--- config.mk ---
export PLATFORM = sky130hd
export DESIGN_NAME = voice_irq_dispatch
export DESIGN_NICKNAME = d
export VERILOG_FILES = /design/src/rtl/voice_irq_pkg.sv /design/src/rtl/irq_lowest_pick.sv /design/src/rtl/irq_class_vec.sv /design/src/rtl/voice_irq_dispatch.sv
export SDC_FILE = /design/constraint.sdc
export NUM_CORES = 1
export LEC_CHECK = 0
export ABC_AREA = 1
export CAP_MARGIN = 20
export CORE_MARGIN = 2
export CORE_UTILIZATION = 41
export DETAILED_ROUTE_END_ITERATION = 8
export GPL_TIMING_DRIVEN = 0
export PLACE_DENSITY_LB_ADDON = 0.25
export SLEW_MARGIN = 20
export SYNTH_ARGS = -nofsm -noshare
export SYNTH_HDL_FRONTEND = slang
export SYNTH_SLANG_ARGS = --single-unit
--- constraint.sdc ---
create_clock -name clk -period 4.02 [get_ports clk]
set_clock_uncertainty 0.15 [all_clocks]
set_input_delay 1.206 -clock clk [delete_from_list [all_inputs] [get_ports clk]]
set_output_delay 1.206 -clock clk [all_outputs]
set_load 0.01 [all_outputs]
--- src/rtl/voice_irq_pkg.sv ---
package voice_irq_pkg;
  localparam int VOICE_W = 5;
  localparam logic [7:0] SCAN_CODE  = 8'h8F;
  localparam logic [7:0] EMPTY_CODE = 8'hE8;
  localparam logic [7:0] IDLE_READ  = 8'hFF;

  typedef enum logic [1:0] {SRC_NONE, SRC_WAVE, SRC_RAMP} irq_src_e;

  // Status byte: class marker in bits 7:5, voice number below it.
  function automatic logic [7:0] encode_status(irq_src_e src, logic [VOICE_W-1:0] voice);
    case (src)
      SRC_WAVE: encode_status = {3'b011, voice};
      SRC_RAMP: encode_status = {3'b100, voice};
      default:  encode_status = EMPTY_CODE;
    endcase
  endfunction

  // All bit positions strictly below the given voice.
  function automatic logic [31:0] below_mask(logic [VOICE_W-1:0] voice);
    below_mask = (32'h1 << voice) - 32'h1;
  endfunction
endpackage

--- src/rtl/irq_lowest_pick.sv ---
module irq_lowest_pick #(
  parameter int NV = 31,
  localparam int IW = (NV > 1) ? $clog2(NV) : 1
) (
  input  logic [NV-1:0] vec,
  output logic          found,
  output logic [IW-1:0] idx
);
  always_comb begin
    found = |vec;
    idx   = '0;
    for (int i = NV - 1; i >= 0; i--) begin
      if (vec[i]) idx = IW'(i);
    end
  end
endmodule

--- src/rtl/irq_class_vec.sv ---
module irq_class_vec #(
  parameter int NV = 31,
  localparam int IW = (NV > 1) ? $clog2(NV) : 1
) (
  input  logic          clk,
  input  logic          rst_n,
  input  logic          flush,
  input  logic [NV-1:0] set_i,
  input  logic          clr_en,
  input  logic [IW-1:0] clr_idx,
  output logic [NV-1:0] vec_o
);
  logic [NV-1:0] clr_mask;

  assign clr_mask = clr_en ? (NV'(1) << clr_idx) : '0;

  always_ff @(posedge clk or negedge rst_n) begin
    if (!rst_n)     vec_o <= '0;
    else if (flush) vec_o <= '0;
    else            vec_o <= (vec_o & ~clr_mask) | set_i;
  end


  set_kept_chk: assert property (@(posedge clk) disable iff (!rst_n)
    (!flush && |set_i) |=> ((vec_o & $past(set_i)) == $past(set_i)));


  flush_empty_chk: assert property (@(posedge clk) disable iff (!rst_n)
    flush |=> (vec_o == '0));
endmodule

--- src/rtl/voice_irq_dispatch.sv ---
module voice_irq_dispatch
  import voice_irq_pkg::*;
#(
  parameter int NUM_VOICES = 31
) (
  input  logic                  clk,
  input  logic                  rst_n,
  input  logic [NUM_VOICES-1:0] wave_set,
  input  logic [NUM_VOICES-1:0] ramp_set,
  input  logic                  sel_wr,
  input  logic [7:0]            sel_code,
  input  logic                  grst_wr,
  input  logic                  grst_run,
  output logic [7:0]            rd_data,
  output logic [NUM_VOICES-1:0] wave_clr,
  output logic [NUM_VOICES-1:0] ramp_clr,
  output logic                  wave_sum,
  output logic                  ramp_sum,
  output logic                  irq
);
  localparam int NV = NUM_VOICES;
  localparam int IW = (NV > 1) ? $clog2(NV) : 1;

  // Named internal events
  logic          scan_req, glob_rst, serve_wave, serve_ramp;
  logic          wave_found, ramp_found, wave_left, ramp_left;
  logic [IW-1:0] wave_idx, ramp_idx;
  logic [NV-1:0] wave_vec, ramp_vec, wave_hit, ramp_hit;
  logic          wave_sum_n, ramp_sum_n;
  irq_src_e      served_src;
  logic [IW-1:0] served_idx;
  logic [7:0]    sel_q, status_q;

  assign scan_req   = sel_wr && (sel_code == SCAN_CODE);
  assign glob_rst   = grst_wr && !grst_run;
  assign serve_wave = scan_req && wave_found;
  assign serve_ramp = scan_req && !wave_found && ramp_found;

  irq_lowest_pick #(.NV(NV)) u_wave_pick (.vec(wave_vec), .found(wave_found), .idx(wave_idx));
  irq_lowest_pick #(.NV(NV)) u_ramp_pick (.vec(ramp_vec), .found(ramp_found), .idx(ramp_idx));

  irq_class_vec #(.NV(NV)) u_wave_vec (
    .clk(clk), .rst_n(rst_n), .flush(glob_rst), .set_i(wave_set),
    .clr_en(serve_wave), .clr_idx(wave_idx), .vec_o(wave_vec));
  irq_class_vec #(.NV(NV)) u_ramp_vec (
    .clk(clk), .rst_n(rst_n), .flush(glob_rst), .set_i(ramp_set),
    .clr_en(serve_ramp), .clr_idx(ramp_idx), .vec_o(ramp_vec));

  assign wave_hit  = NV'(1) << wave_idx;
  assign ramp_hit  = NV'(1) << ramp_idx;
  assign wave_left = |(wave_vec & ~wave_hit);
  assign ramp_left = |(ramp_vec & ~ramp_hit);

  always_comb begin
    served_src = SRC_NONE;
    served_idx = '0;
    if (serve_wave) begin
      served_src = SRC_WAVE;
      served_idx = wave_idx;
    end else if (serve_ramp) begin
      served_src = SRC_RAMP;
      served_idx = ramp_idx;
    end
  end

  assign wave_sum_n = !glob_rst &&
    ((wave_sum && !(serve_wave && !wave_left)) || |wave_set);
  assign ramp_sum_n = !glob_rst &&
    ((ramp_sum && !(serve_ramp && !ramp_left)) || |ramp_set);

  always_ff @(posedge clk or negedge rst_n) begin
    if (!rst_n) begin
      sel_q    <= '0;
      status_q <= EMPTY_CODE;
      wave_clr <= '0;
      ramp_clr <= '0;
      wave_sum <= 1'b0;
      ramp_sum <= 1'b0;
      irq      <= 1'b0;
    end else begin
      if (sel_wr)   sel_q    <= sel_code;
      if (scan_req) status_q <= encode_status(served_src, VOICE_W'(served_idx));
      wave_clr <= serve_wave ? wave_hit : '0;
      ramp_clr <= serve_ramp ? ramp_hit : '0;
      wave_sum <= wave_sum_n;
      ramp_sum <= ramp_sum_n;
      irq      <= wave_sum_n || ramp_sum_n;
    end
  end

  assign rd_data = (sel_q == SCAN_CODE) ? status_q : IDLE_READ;


  class_order_chk: assert property (@(posedge clk) disable iff (!rst_n)
    serve_ramp |-> (wave_vec == '0));


  wave_lowest_chk: assert property (@(posedge clk) disable iff (!rst_n)
    serve_wave |-> ((32'(wave_vec) & below_mask(VOICE_W'(wave_idx))) == 32'h0));


  status_hold_chk: assert property (@(posedge clk) disable iff (!rst_n)
    !scan_req |=> $stable(status_q));


  clr_onehot_chk: assert property (@(posedge clk) disable iff (!rst_n)
    $onehot0({wave_clr, ramp_clr}));


  wave_sum_chk: assert property (@(posedge clk) disable iff (!rst_n)
    wave_sum == (|wave_vec));


  irq_release_chk: assert property (@(posedge clk) disable iff (!rst_n)
    irq == (wave_sum || ramp_sum));
endmodule

Word-level counts from Yosys, hierarchy flattened
Index checks and enable logic that the tools add are counted.
{ "op_classes": {"multipliers": 0, "eq_ne": 4, "n_bitwise": 10, "div": 0, "magnitude_cmp": 0, "addsub": 0, "shift": 2, "n_reduce_logical": 27, "muxes": 72} }
{ "op_table": {"columns": ["cell", "n"], "rows": [
  ["$mux W5", 64],
  ["$reduce_or A31 Y1", 6],
  ["$and A31 B31 Y31", 4],
  ["$mux W31", 4],
  ["$not A31 Y31", 4],
  ["$or A31 B31 Y31", 2],
  ["$shl A1 B5 Y31 const A", 2],
  ["$eq A8 B8 Y1 const B", 2],
  ["$pmux W8 S2", 1],
  ["$logic_and A1 B1 Y1", 11],
  ["$mux W8", 1],
  ["$logic_not A1 Y1", 7],
  ["$mux W2", 2],
  ["$logic_or A1 B1 Y1", 3],
  ["$eq A2 B1 Y1 const B", 1],
  ["$eq A2 B2 Y1 const B", 1]
]} }
{ "totals": {"output_inout_bits": 73, "rom_bits": 0, "memories": 0, "ramBits": 0, "latchBits": 0, "in_bits": 75, "register_bits": 143, "word_cells": 124} }

Longest topological paths before layout
Gate-level depths: netlist (run 1).
{ "logic_depth": {"word_depth": 42, "ltp_mapped": 43, "mapped_depth_nobuf": 43} }

Modules after synthesis
From an unflattened synthesis (run 1), not the netlist that was laid out.
{ "unflattened": {"hier_cells": 1053, "area_unflattened_um2": 7783.7} }
{ "by_module_without_submodules": {"columns": ["module", "seq_area_each_um2", "area_per_inst_um2", "cells_per_inst", "n_inst"], "rows": [
  ["voice_irq_dispatch", 2005.7, 3877.5, 495, 1],
  ["irq_class_vec", 775.7, 1515.2, 177, 2],
  ["irq_lowest_pick", 0.0, 437.9, 102, 2]
]} }

Worst setup path after synthesis (run 1)
OpenSTA, ideal clock, no wires.
{ "synth_timing": {"kind": "input to register", "from": "in sel_code[5]", "to": "reg irq", "slack_ps": 912, "arrival_time_ps": 2840, "required_time_ps": 3752, "path_buffers": 0, "cell_stages": 16, "setup_time_ps": 118, "cell_sequence": "nor2_1 inv_1 nor4_1 inv_1 nor2_1 inv_1 o22ai_1 nand2_1 nor2_1 nand2_1 nor2_1 nand2_1 o21ai_1 nand2_1 nand2_1 nand2_1"} }
{ "synth_between": {"elab_chain_len": 10, "elab_cells_between_ends": 16, "cone_classes": "1 x eq/ne; 15 x reduce/logical"} }
{ "synth_lines": {"columns": ["item", "line_no", "text"], "rows": [
  ["from (decl)", "voice_irq_dispatch.sv:11", "input logic [7:0] sel_code,"],
  ["$eq A8 B8 Y1 *", "voice_irq_dispatch.sv:34", "assign scan_req = sel_wr && (sel_code == SCAN_CODE);"],
  ["$logic_and A1 B1 Y1 *", "voice_irq_dispatch.sv:34", null],
  ["$logic_and A1 B1 Y1 (2 in series)", "voice_irq_dispatch.sv:37", "assign serve_ramp = scan_req && !wave_found && ramp_found;"],
  ["$logic_and A1 B1 Y1", "voice_irq_dispatch.sv:69", "((ramp_sum && !(serve_ramp && !ramp_left)) || |ramp_set);"],
  ["$logic_not A1 Y1", "voice_irq_dispatch.sv:69", null],
  ["$logic_and A1 B1 Y1", "voice_irq_dispatch.sv:69", null],
  ["$logic_or A1 B1 Y1", "voice_irq_dispatch.sv:69", null],
  ["$logic_and A1 B1 Y1", "voice_irq_dispatch.sv:68", "assign ramp_sum_n = !glob_rst &&"],
  ["$logic_or A1 B1 Y1 *", "voice_irq_dispatch.sv:87", "irq <= wave_sum_n || ramp_sum_n;"],
  ["to (signal assigned)", "voice_irq_dispatch.sv:87", null],
  ["to (decl)", "voice_irq_dispatch.sv:19", "output logic irq"]
]} }
Every way passes the cells marked *; elsewhere a longest branch is shown, timed or not.
A chain may end at the register's enable or synchronous reset.

Worst setup path after layout (run 1)
{ "layout_timing": {"from": "in sel_wr", "to": "reg u_ramp_vec.vec_o[6]"} }
{ "layout_between": {"elab_chain_len": 8} }
{ "layout_lines": {"columns": ["item", "line_no", "text"], "rows": [
  ["from (decl)", "voice_irq_dispatch.sv:10", "input logic sel_wr,"],
  ["$logic_and A1 B1 Y1", "voice_irq_dispatch.sv:34", null],
  ["$logic_and A1 B1 Y1 (2 in series)", "voice_irq_dispatch.sv:37", null],
  ["$mux W31", "irq_class_vec.sv:15", "assign clr_mask = clr_en ? (NV'(1) << clr_idx) : '0;"],
  ["named net u_ramp_vec.clr_mask[6]", "irq_class_vec.sv:13", "logic [NV-1:0] clr_mask;"],
  ["$not A31 Y31", "irq_class_vec.sv:20", "else vec_o <= (vec_o & ~clr_mask) | set_i;"],
  ["$and A31 B31 Y31", "irq_class_vec.sv:20", null],
  ["$or A31 B31 Y31", "irq_class_vec.sv:20", null],
  ["$mux W31", "irq_class_vec.sv:19", "else if (flush) vec_o <= '0;"],
  ["to (signal assigned)", "irq_class_vec.sv:20", null],
  ["to (decl)", "irq_class_vec.sv:11", "output logic [NV-1:0] vec_o"]
]} }
The timed path passes the listed nets, and every way through them passes these cells.

==> results_dict.tcl, run 1 <==
set metrics [dict create \
    status "complete, no violations" \
    die_h_um 136 \
    grt_pass1_vias 6683 \
    start_util_pct 41.6 \
    final_common_cell "nor2_1" \
    io_pins 148 \
    place_area_mm2 0.00894 \
    min_path_type "flip-flop to flip-flop" \
    synth-main-ff-cell "dfrtp_1" \
    worstMarginPinSlew_ns 0.707 \
    crit_required_ns 4.15 \
    wl_per_cell_um 16.8 \
    yosysSeqAreaShare_pct 49.7 \
    end_kind "flip-flop" \
    nets 1205 \
    drc_errors 0 \
    ys_async_sr_fraction_pct 100 \
    clk_latency_ns 0.43 \
    dr.pass1.iters 5 \
    yosysWarnings 0 \
    finalSetupViolCount 0 \
    power_density_mw_per_mm2 384 \
    syn-instance-count 955 \
    hold_viol_final 0 \
    dp_hpwl_mm 17.4 \
    critPathMaxStageDelay_ns 0.51 \
    io_buffers 147 \
    clockRootBuffer "clkbuf_16" \
    synth.cell_area_mm2 0.00715 \
    antenna_found_initial 0 \
    synth.distinct_cells 33 \
    ant_nets 0 \
    crit_fanout 10 \
    leakage_nw 4.46 \
    clkTransAtPathRegs_ns 0.06 \
    cpMostUsedCell "nor2_1" \
    vias_per_cell 5.05 \
    wl_mm 22.9 \
    area_delta_synth_final_pct 35.2 \
    r2r_slack_ns 0.37 \
    slowest_stage "clkdlybuf4s50_1" \
    fin_util_pct 56.3 \
    row_count 48 \
    max-vdd-ir-drop_mv 0.292 \
    cts_buffers 17 \
    clk_path_buf_depth 2 \
    timing.final.crit_share_pct 92.2 \
    drt-initial-drc-count 585 \
    drv_slew 0 \
    synth_edf_count 0 \
    die_area_mm2 0.0185 \
    fmax_mhz 270 \
    rsz0062_at_grt "no" \
    crit_path_cell_trace "clkdlybuf4s50_1 -> nand2_1 -> nor4_4 -> nand2_1 -> a21oi_1 -> inv_2 -> clkbuf_1 -> nor2_1 -> nor2_1 -> nor2_1 -> nor2_1" \
    ys_ff_latch 142 \
    core_region_area_mm2 0.0172 \
    diodes 0 \
    overflow 0 \
    min_period_ns 3.71 \
    fin_area_mm2 0.00967 \
    grt_usage_pct 25.7 \
    cp-start-kind "primary input" \
    vias 6902 \
    final_cell_mix "nor2_1 (213), nand2_1 (198), clkdlybuf4s50_1 (146), dfrtp_1 (139), inv_1 (136)" \
    grt_pass1_wl_mm 36.3 \
    grt_max_degree 91 \
    cts.sinks 142 \
    synth_nets 1030 \
    max-cap-violations 0 \
    postCtsHoldBufs 0 \
    crit_buf_inv 3 \
    cts_htree_levels 4 \
    cp_data_arrival_time_ns 3.84 \
    crit_family "simple AND/OR/NAND/NOR gates" \
    path_class "primary input to flip-flop" \
    tns_ns 0 \
    die_w_um 136 \
    avgSynthCellArea_um2 7.49 \
    max_slew_margin_pct 52.7 \
    cts_tree "done" \
    gp_congestion 0.960 \
    drive_gt1_share_pct 8.14 \
]
-- final timing paths --
check	depth (start not counted)	start	end
worst max-delay path	11	sel_wr	u_ramp_vec.vec_o[6]
worst min-delay path	2	status_q[7]	status_q[7]
worst max register to register	20	u_wave_vec.vec_o[26]	irq
worst min register to register	2	status_q[7]	status_q[7]
max in group asynchronous	2	rst_n	u_ramp_vec.vec_o[29]
min in group asynchronous	1	rst_n	sel_q[5]
-- state kept, by name, summed over array words and instances (netlist names) --
register	cells
u_wave_vec.vec_o	31
wave_clr	31
irq	1
sel_q	8
u_ramp_vec.vec_o	31
ramp_clr	31
wave_sum	1
status_q	7
ramp_sum	1
-- logic make-up after synthesis --
logic type,count (synthesis),synth area share (%)
AOI/OAI and AO/OA,101,7.49
muxes,4,0.630
DFF,142,49.7
buffers and inverters,166,8.87
and+or+nand+nor,542,33.3
-- power by group --
| group | internal, mW | switching [mW] | leakage, nW |
|---|---|---|---|
| Clock | 1.08 | 0.627 | 0.303 |
| Combinational | 0.182 | 0.259 | 2.40 |
| Sequential | 1.50 | 0.0656 | 1.76 |
-- Yosys cell counts, types with 3 or more instances --
library cell | number | area [um2]
a21oi_1 | 36 | 180
buf_2 | 3 | 15.0
clkbuf_1 | 19 | 71.3
dfrtp_1 | 139 | 3480
dfstp_2 | 3 | 78.8
inv_1 | 137 | 514
mux2_2 | 4 | 45.0
nand2_1 | 198 | 743
nand2_2 | 6 | 37.5
nand2_4 | 4 | 45.0
nand3_1 | 33 | 165
nand3_2 | 5 | 50.1
nand4_1 | 28 | 175
nor2_1 | 215 | 807
nor2_2 | 5 | 31.3
nor2_4 | 4 | 45.0
nor3_1 | 15 | 75.1
nor4_1 | 20 | 125
o21ai_0 | 50 | 250
o21ai_1 | 4 | 20.0
o221ai_1 | 3 | 26.3
or2_2 | 5 | 31.3
-- cell type report --
type | count | area [um2]
plain buffers | 25 | 105
clock buffers | 20 | 457
clock inverters | 12 | 183
fillers | 1663 | 7500
inverters | 141 | 529
multi-input cells | 647 | 3000
flip-flops and latches | 142 | 3560
well taps | 225 | 282
repair buffers | 156 | 1560
-- worst min-delay path, delay by kind of cell (launching register included) --
kind,cells,cell delay [ns]
DFF,1,0.36
AOI/OAI and AO/OA,1,0.07
buffers and inverters,1,0.07
-- through the flow --
stage	cells	power, mW	hold slack [ns]	setup WS, ns
after floorplan	955	1.81	0.303	0.912
after global placement	1327	2.01	0.333	-4.09
after detailed placement	1328	2.02	0.340	-0.681
after CTS	1360	3.72	0.348	0.0254
after global routing	1368	3.86	0.384	0.00525
final	1368	3.71	0.346	0.315
-- per-layer routing --
| layer | share of wire, % | vias up | GRT usage [%] |
|---|---|---|---|
| met3 | 7.2 | 28 | 5.22 |
| li1 | - | 3368 | - |
| met1 | 46 | 3234 | 37.3 |
| met2 | 46 | 272 | 39.4 |
| met4 | 1.4 | 0 | 6.71 |
| met5 | 0 | - | 0 |
-- repair_timing --
item	in CTS	in global routing
pin swaps	0	1
setup buffers	0	8
setup endpoints to repair	40	41
endpoints found under the hold margin	0	0
gates resized for setup	1	10
No activity file was read; power rests on OpenSTA's default activity.
==> inputs of run 2 (changes only) <==
--- a/config.mk
+++ b/config.mk
@@ -12,6 +12,7 @@
 export DETAILED_ROUTE_END_ITERATION = 8
 export GPL_TIMING_DRIVEN = 0
 export PLACE_DENSITY_LB_ADDON = 0.25
+export SKIP_CTS_REPAIR_TIMING = 1
 export SLEW_MARGIN = 20
 export SYNTH_ARGS = -nofsm -noshare
 export SYNTH_HDL_FRONTEND = slang
==> results_dict.tcl, run 2 (synthesis gave the netlist of run 1 again) <==
set metrics [dict create \
    worstHoldPathCells 2 \
    area_delta_synth_final_pct 35.2 \
    overflow 0 \
    worstReg2RegStart "u_wave_vec.vec_o[25]" \
    hold_ws_ns 0.349 \
    status "complete, no violations" \
    grt_usage_pct 25.7 \
    met1_usage_pct 37.2 \
    finalSetupViolCount 0 \
    drv_slew 0 \
    cts_buffers 17 \
    pwr-share-clk_pct 45.8 \
    io_pins 148 \
    clockRootBuffer "clkbuf_16" \
    max_slew_margin_pct 51.7 \
    max-cap-violations 0 \
    clk_latency_ns 0.43 \
    io_buffers 147 \
    worstHoldStart "status_q[7]" \
    power_density_mw_per_mm2 383 \
    grt_pass1_wl_mm 36.3 \
    clkTransAtPathRegs_ns 0.06 \
    cp-start-kind "primary input" \
    die_area_mm2 0.0185 \
    power.switching_uw 949 \
    rr_worst_depth 20 \
    setup_slack_ns 0.322 \
    drc_errors 0 \
    dp_hpwl_mm 17.4 \
    switching_share_pct 25.6 \
    seq_power_share_pct 42.3 \
    max-vdd-ir-drop_mv 0.292 \
    gp_congestion 0.960 \
    grt_max_degree 91 \
    p_int_mw 2.76 \
    min_period_ns 3.70 \
    wl_mm 22.9 \
    cts_htree_levels 4 \
    leakage_nw 4.46 \
    cpMostUsedCell "nor2_1" \
    combPwrFrac_pct 11.9 \
    hold_viol_final 0 \
    dr.pass1.iters 5 \
    min_path_type "flip-flop to flip-flop" \
    path_class "primary input to flip-flop" \
    fin_cells 1368 \
    post-place-ws_ns -0.681 \
    drive_gt1_share_pct 8.14 \
    dp_cells 1328 \
    row_count 48 \
    die_w_um 136 \
    end_kind "flip-flop" \
    die_h_um 136 \
    vias_per_cell 5.08 \
    crit_fanout 10 \
    vias 6945 \
    final_common_cell "nor2_1" \
    cp_data_arrival_time_ns 3.84 \
    num-fill-cells 1665 \
    antenna_found_initial 0 \
    nets 1205 \
    worstMarginPinSlew_ns 0.722 \
    grt_use_met3_pct 5.22 \
    min_to "status_q[7]" \
    grt_most_used_layer "met2" \
    crit_path_cell_trace "clkdlybuf4s50_1 -> nand2_1 -> nor4_4 -> clkbuf_1 -> nand2_1 -> clkbuf_1 -> nor2_1 -> nor2_1 -> nor2_1 -> nor2_1" \
    ant_nets 0 \
    fmax_mhz 270 \
    tns_ns 0 \
    diodes 0 \
    rsz0062_at_grt "no" \
    fin_util_pct 56.3 \
    timing.final.crit_share_pct 92.0 \
    core_region_area_mm2 0.0172 \
    start_util_pct 41.6 \
    cts_tree "done" \
    grt_pass1_vias 6683 \
    crit_required_ns 4.16 \
    wl_per_cell_um 16.8 \
    clk_path_buf_depth 2 \
    critPathMaxStageDelay_ns 0.51 \
    r2r_slack_ns 0.41 \
    cts.sinks 142 \
    r2r-end "irq" \
    final_cell_mix "nor2_1 (213), nand2_1 (198), clkdlybuf4s50_1 (146), dfrtp_1 (139), inv_1 (136)" \
    slowest_stage "clkdlybuf4s50_1" \
    met2_usage_pct 39.3 \
    drt-initial-drc-count 606 \
]
-- run 2: cell counts in the layout (fill, tap and decap cells not counted) --
No cell type changed its count.
-- run 2: worst max path at each step --
stage / depth (start not counted) / end / slack, ns / start
global placement: 1 / ramp_clr[22] / -4.09 / rst_n
global route: 39 / irq / 0.005 / u_wave_vec.vec_o[29]
detailed placement: 11 / u_ramp_vec.vec_o[20] / -0.68 / sel_wr
floorplan: 16 / irq / 0.91 / sel_code[5]
CTS: 11 / u_ramp_vec.vec_o[20] / -0.25 / sel_wr
finish: 10 / u_wave_vec.vec_o[24] / 0.32 / sel_wr
-- run 2: final cells by class --
| type | instances | area [um2] | share of cell area (%) |
|---|---|---|---|
| plain buffers | 25 | 105 | 1.09 |
| clock buffers | 20 | 457 | 4.72 |
| clock inverters | 12 | 183 | 1.89 |
| inverters | 141 | 529 | 5.47 |
| multi-input cells | 647 | 3000 | 31.0 |
| flip-flops and latches | 142 | 3560 | 36.8 |
| well taps | 225 | 282 | 2.91 |
| repair buffers | 156 | 1560 | 16.2 |
-- run 2: critical path: cells and delay by family --
kind / cells / cell delay, ns
buffers and inverters: 3 / 1.26
AND/OR/NAND/NOR: 7 / 1.37
-- run 2: power by group through the flow --
stage / Sequential, mW / Combinational (mW) / Clock (mW)
finish: 1.57 / 0.443 / 1.70
global placement: 1.59 / 0.423 / 0
floorplan: 1.57 / 0.244 / 0
detailed placement: 1.59 / 0.432 / 0
global route: 1.58 / 0.499 / 1.79
CTS: 1.56 / 0.434 / 1.72
-- run 2: routing by layer --
layer	up-vias	wire length, um
met3	24	1660
li1	3367	-
met2	289	10500
met5	-	0
met1	3265	10500
met4	0	285
-- run 2: stage by stage --
| step | instance area, um2 | total power, mW |
|---|---|---|
| after floorplan | 7150 | 1.81 |
| after global placement | 8910 | 2.01 |
| after detailed placement | 8940 | 2.02 |
| after CTS | 9580 | 3.72 |
| after global routing | 9670 | 3.86 |
| final | 9670 | 3.71 |
==> inputs of run 3 (changes only) <==
--- a/config.mk
+++ b/config.mk
@@ -10,6 +10,8 @@
 export CORE_MARGIN = 2
 export CORE_UTILIZATION = 41
 export DETAILED_ROUTE_END_ITERATION = 8
+export DONT_BUFFER_PORTS = 1
+export GPL_ROUTABILITY_DRIVEN = 0
 export GPL_TIMING_DRIVEN = 0
 export PLACE_DENSITY_LB_ADDON = 0.25
 export SKIP_CTS_REPAIR_TIMING = 1
==> results_dict.tcl, run 3 (synthesis gave the netlist of run 1 again) <==
set metrics [dict create \
    status "complete, no violations" \
    antenna_found_initial 0 \
    num-fill-cells 1763 \
    crit_buf_inv 3 \
    grt_pass1_wl_mm 33.1 \
    clk_path_buf_depth 2 \
    die_h_um 136 \
    diodes 0 \
    timing.final.crit_share_pct 90.7 \
    crit_fanout 10 \
    cpMostUsedCell "nor2_1" \
    grt_max_degree 143 \
    combPwrFrac_pct 9.0 \
    io_buffers 0 \
    place_area_mm2 0.00743 \
    power.switching_uw 916 \
    setup_slack_ns 0.374 \
    p_int_mw 2.54 \
    cp_data_arrival_time_ns 3.78 \
    ant_nets 0 \
    slowest_stage "nor4_2" \
    grt_usage_pct 23.7 \
    max-cap-violations 0 \
    cts_buffers 17 \
    wl_per_cell_um 17.4 \
    post-place-ws_ns -0.278 \
    finalSetupViolCount 0 \
    drive_gt1_share_pct 8.09 \
    max-vdd-ir-drop_mv 0.283 \
    min_path_type "primary input to asynchronous set/reset pin" \
    die_w_um 136 \
    drv_slew 0 \
    final_common_cell "nor2_1" \
    nets 1051 \
    wl_mm 21.1 \
    critPathMaxStageDelay_ns 0.56 \
    leakage_nw 3.85 \
    cts_htree_levels 4 \
    fin_area_mm2 0.00805 \
    power_density_mw_per_mm2 429 \
    switching_share_pct 26.5 \
    clockRootBuffer "clkbuf_16" \
    worstMarginPinSlew_ns 0.742 \
    tns_ns 0 \
    drc_errors 0 \
    die_area_mm2 0.0185 \
    cts.sinks 142 \
    final_cell_mix "nor2_1 (215), nand2_1 (198), dfrtp_1 (139), inv_1 (137), o21ai_0 (49)" \
    row_count 48 \
    r2r_slack_ns 0.46 \
    dr.pass1.iters 7 \
    min_period_ns 3.65 \
    path_class "primary input to flip-flop" \
    seq_power_share_pct 45.4 \
    clk_latency_ns 0.43 \
    io_pins 148 \
    grt_pass1_vias 6115 \
    end_kind "flip-flop" \
    fmax_mhz 274 \
    start_util_pct 41.6 \
    dp_hpwl_mm 15.9 \
    hold_viol_final 0 \
    crit_path_cell_trace "nor2_1 -> inv_1 -> nor4_2 -> nand2_1 -> a21oi_1 -> clkinv_1 -> clkbuf_1 -> nor2_1 -> nor2_1 -> nor2_1 -> nor2_1" \
    rsz0062_at_grt "no" \
    max_slew_margin_pct 50.4 \
    vias_per_cell 5.22 \
    pwr-share-clk_pct 45.6 \
    cts_tree "done" \
    core_region_area_mm2 0.0172 \
    cp-start-kind "primary input" \
    drt-initial-drc-count 504 \
    crit_required_ns 4.15 \
    area_delta_synth_final_pct 12.6 \
    overflow 0 \
    clkTransAtPathRegs_ns 0.06 \
    vias 6337 \
    crit_family "simple AND/OR/NAND/NOR gates" \
]
## run 3: worst reg2reg max path: cells and delay by family, from the launching register on
| family | cells | cell delay, ns |
|---|---|---|
| and+or+nand+nor | 35 | 2.42 |
| AOI/OAI and AO/OA | 2 | 0.36 |
| buffers and inverters | 1 | 0.13 |
| DFF | 1 | 0.40 |
## run 3: final cells by class
class / instances / area (um2) / area share [%]
buffer: 25 / 105 / 1.31
clock buffer: 18 / 429 / 5.33
clock inverter: 14 / 158 / 1.96
inverter: 141 / 529 / 6.57
multi-input combinational: 647 / 2980 / 37.0
sequential: 142 / 3560 / 44.2
tap: 225 / 282 / 3.50
timing repair buffer: 2 / 15.0 / 0.186
## run 3: per-stage QoR
| step | hold WS [ns] | utilization (%) | power (mW) | cells |
|---|---|---|---|---|
| after floorplan | 0.303 | - | 1.81 | 955 |
| after global placement | 0.346 | 43.3 | 1.89 | 1180 |
| after detailed placement | 0.345 | 43.3 | 1.90 | 1180 |
| after CTS | 0.307 | 46.7 | 3.48 | 1212 |
| after global routing | 0.297 | 46.9 | 3.61 | 1214 |
| final | 0.322 | 46.9 | 3.45 | 1214 |
## run 3: worst paths after layout
| check | from | cells past startpoint | to |
|---|---|---|---|
| setup / recovery | sel_code[5] | 11 | u_ramp_vec.vec_o[20] |
| hold / removal | rst_n | 0 | wave_clr[21] |
| setup reg to reg | u_wave_vec.vec_o[27] | 38 | irq |
| hold reg to reg | status_q[3] | 2 | status_q[3] |
| max in group asynchronous | rst_n | 0 | status_q[3] |
| min in group clk | status_q[3] | 2 | status_q[3] |
## run 3: power groups by stage
stage	Clock [mW]	Combinational, mW	Sequential, mW
6_report	1.57	0.309	1.57
3_3_place_gp	0	0.299	1.59
5_1_grt	1.68	0.357	1.58
2_1_floorplan	0	0.244	1.57
3_5_place_dp	0	0.305	1.59
4_1_cts	1.61	0.306	1.57
## run 3: routing by layer
metal	vias up	routed length [um]	global-route usage [%]
li1	3055	-	-
met1	2946	9170	32.6
met2	302	9490	35.4
met3	34	2010	7.72
met4	0	471	7.81
met5	-	0	0
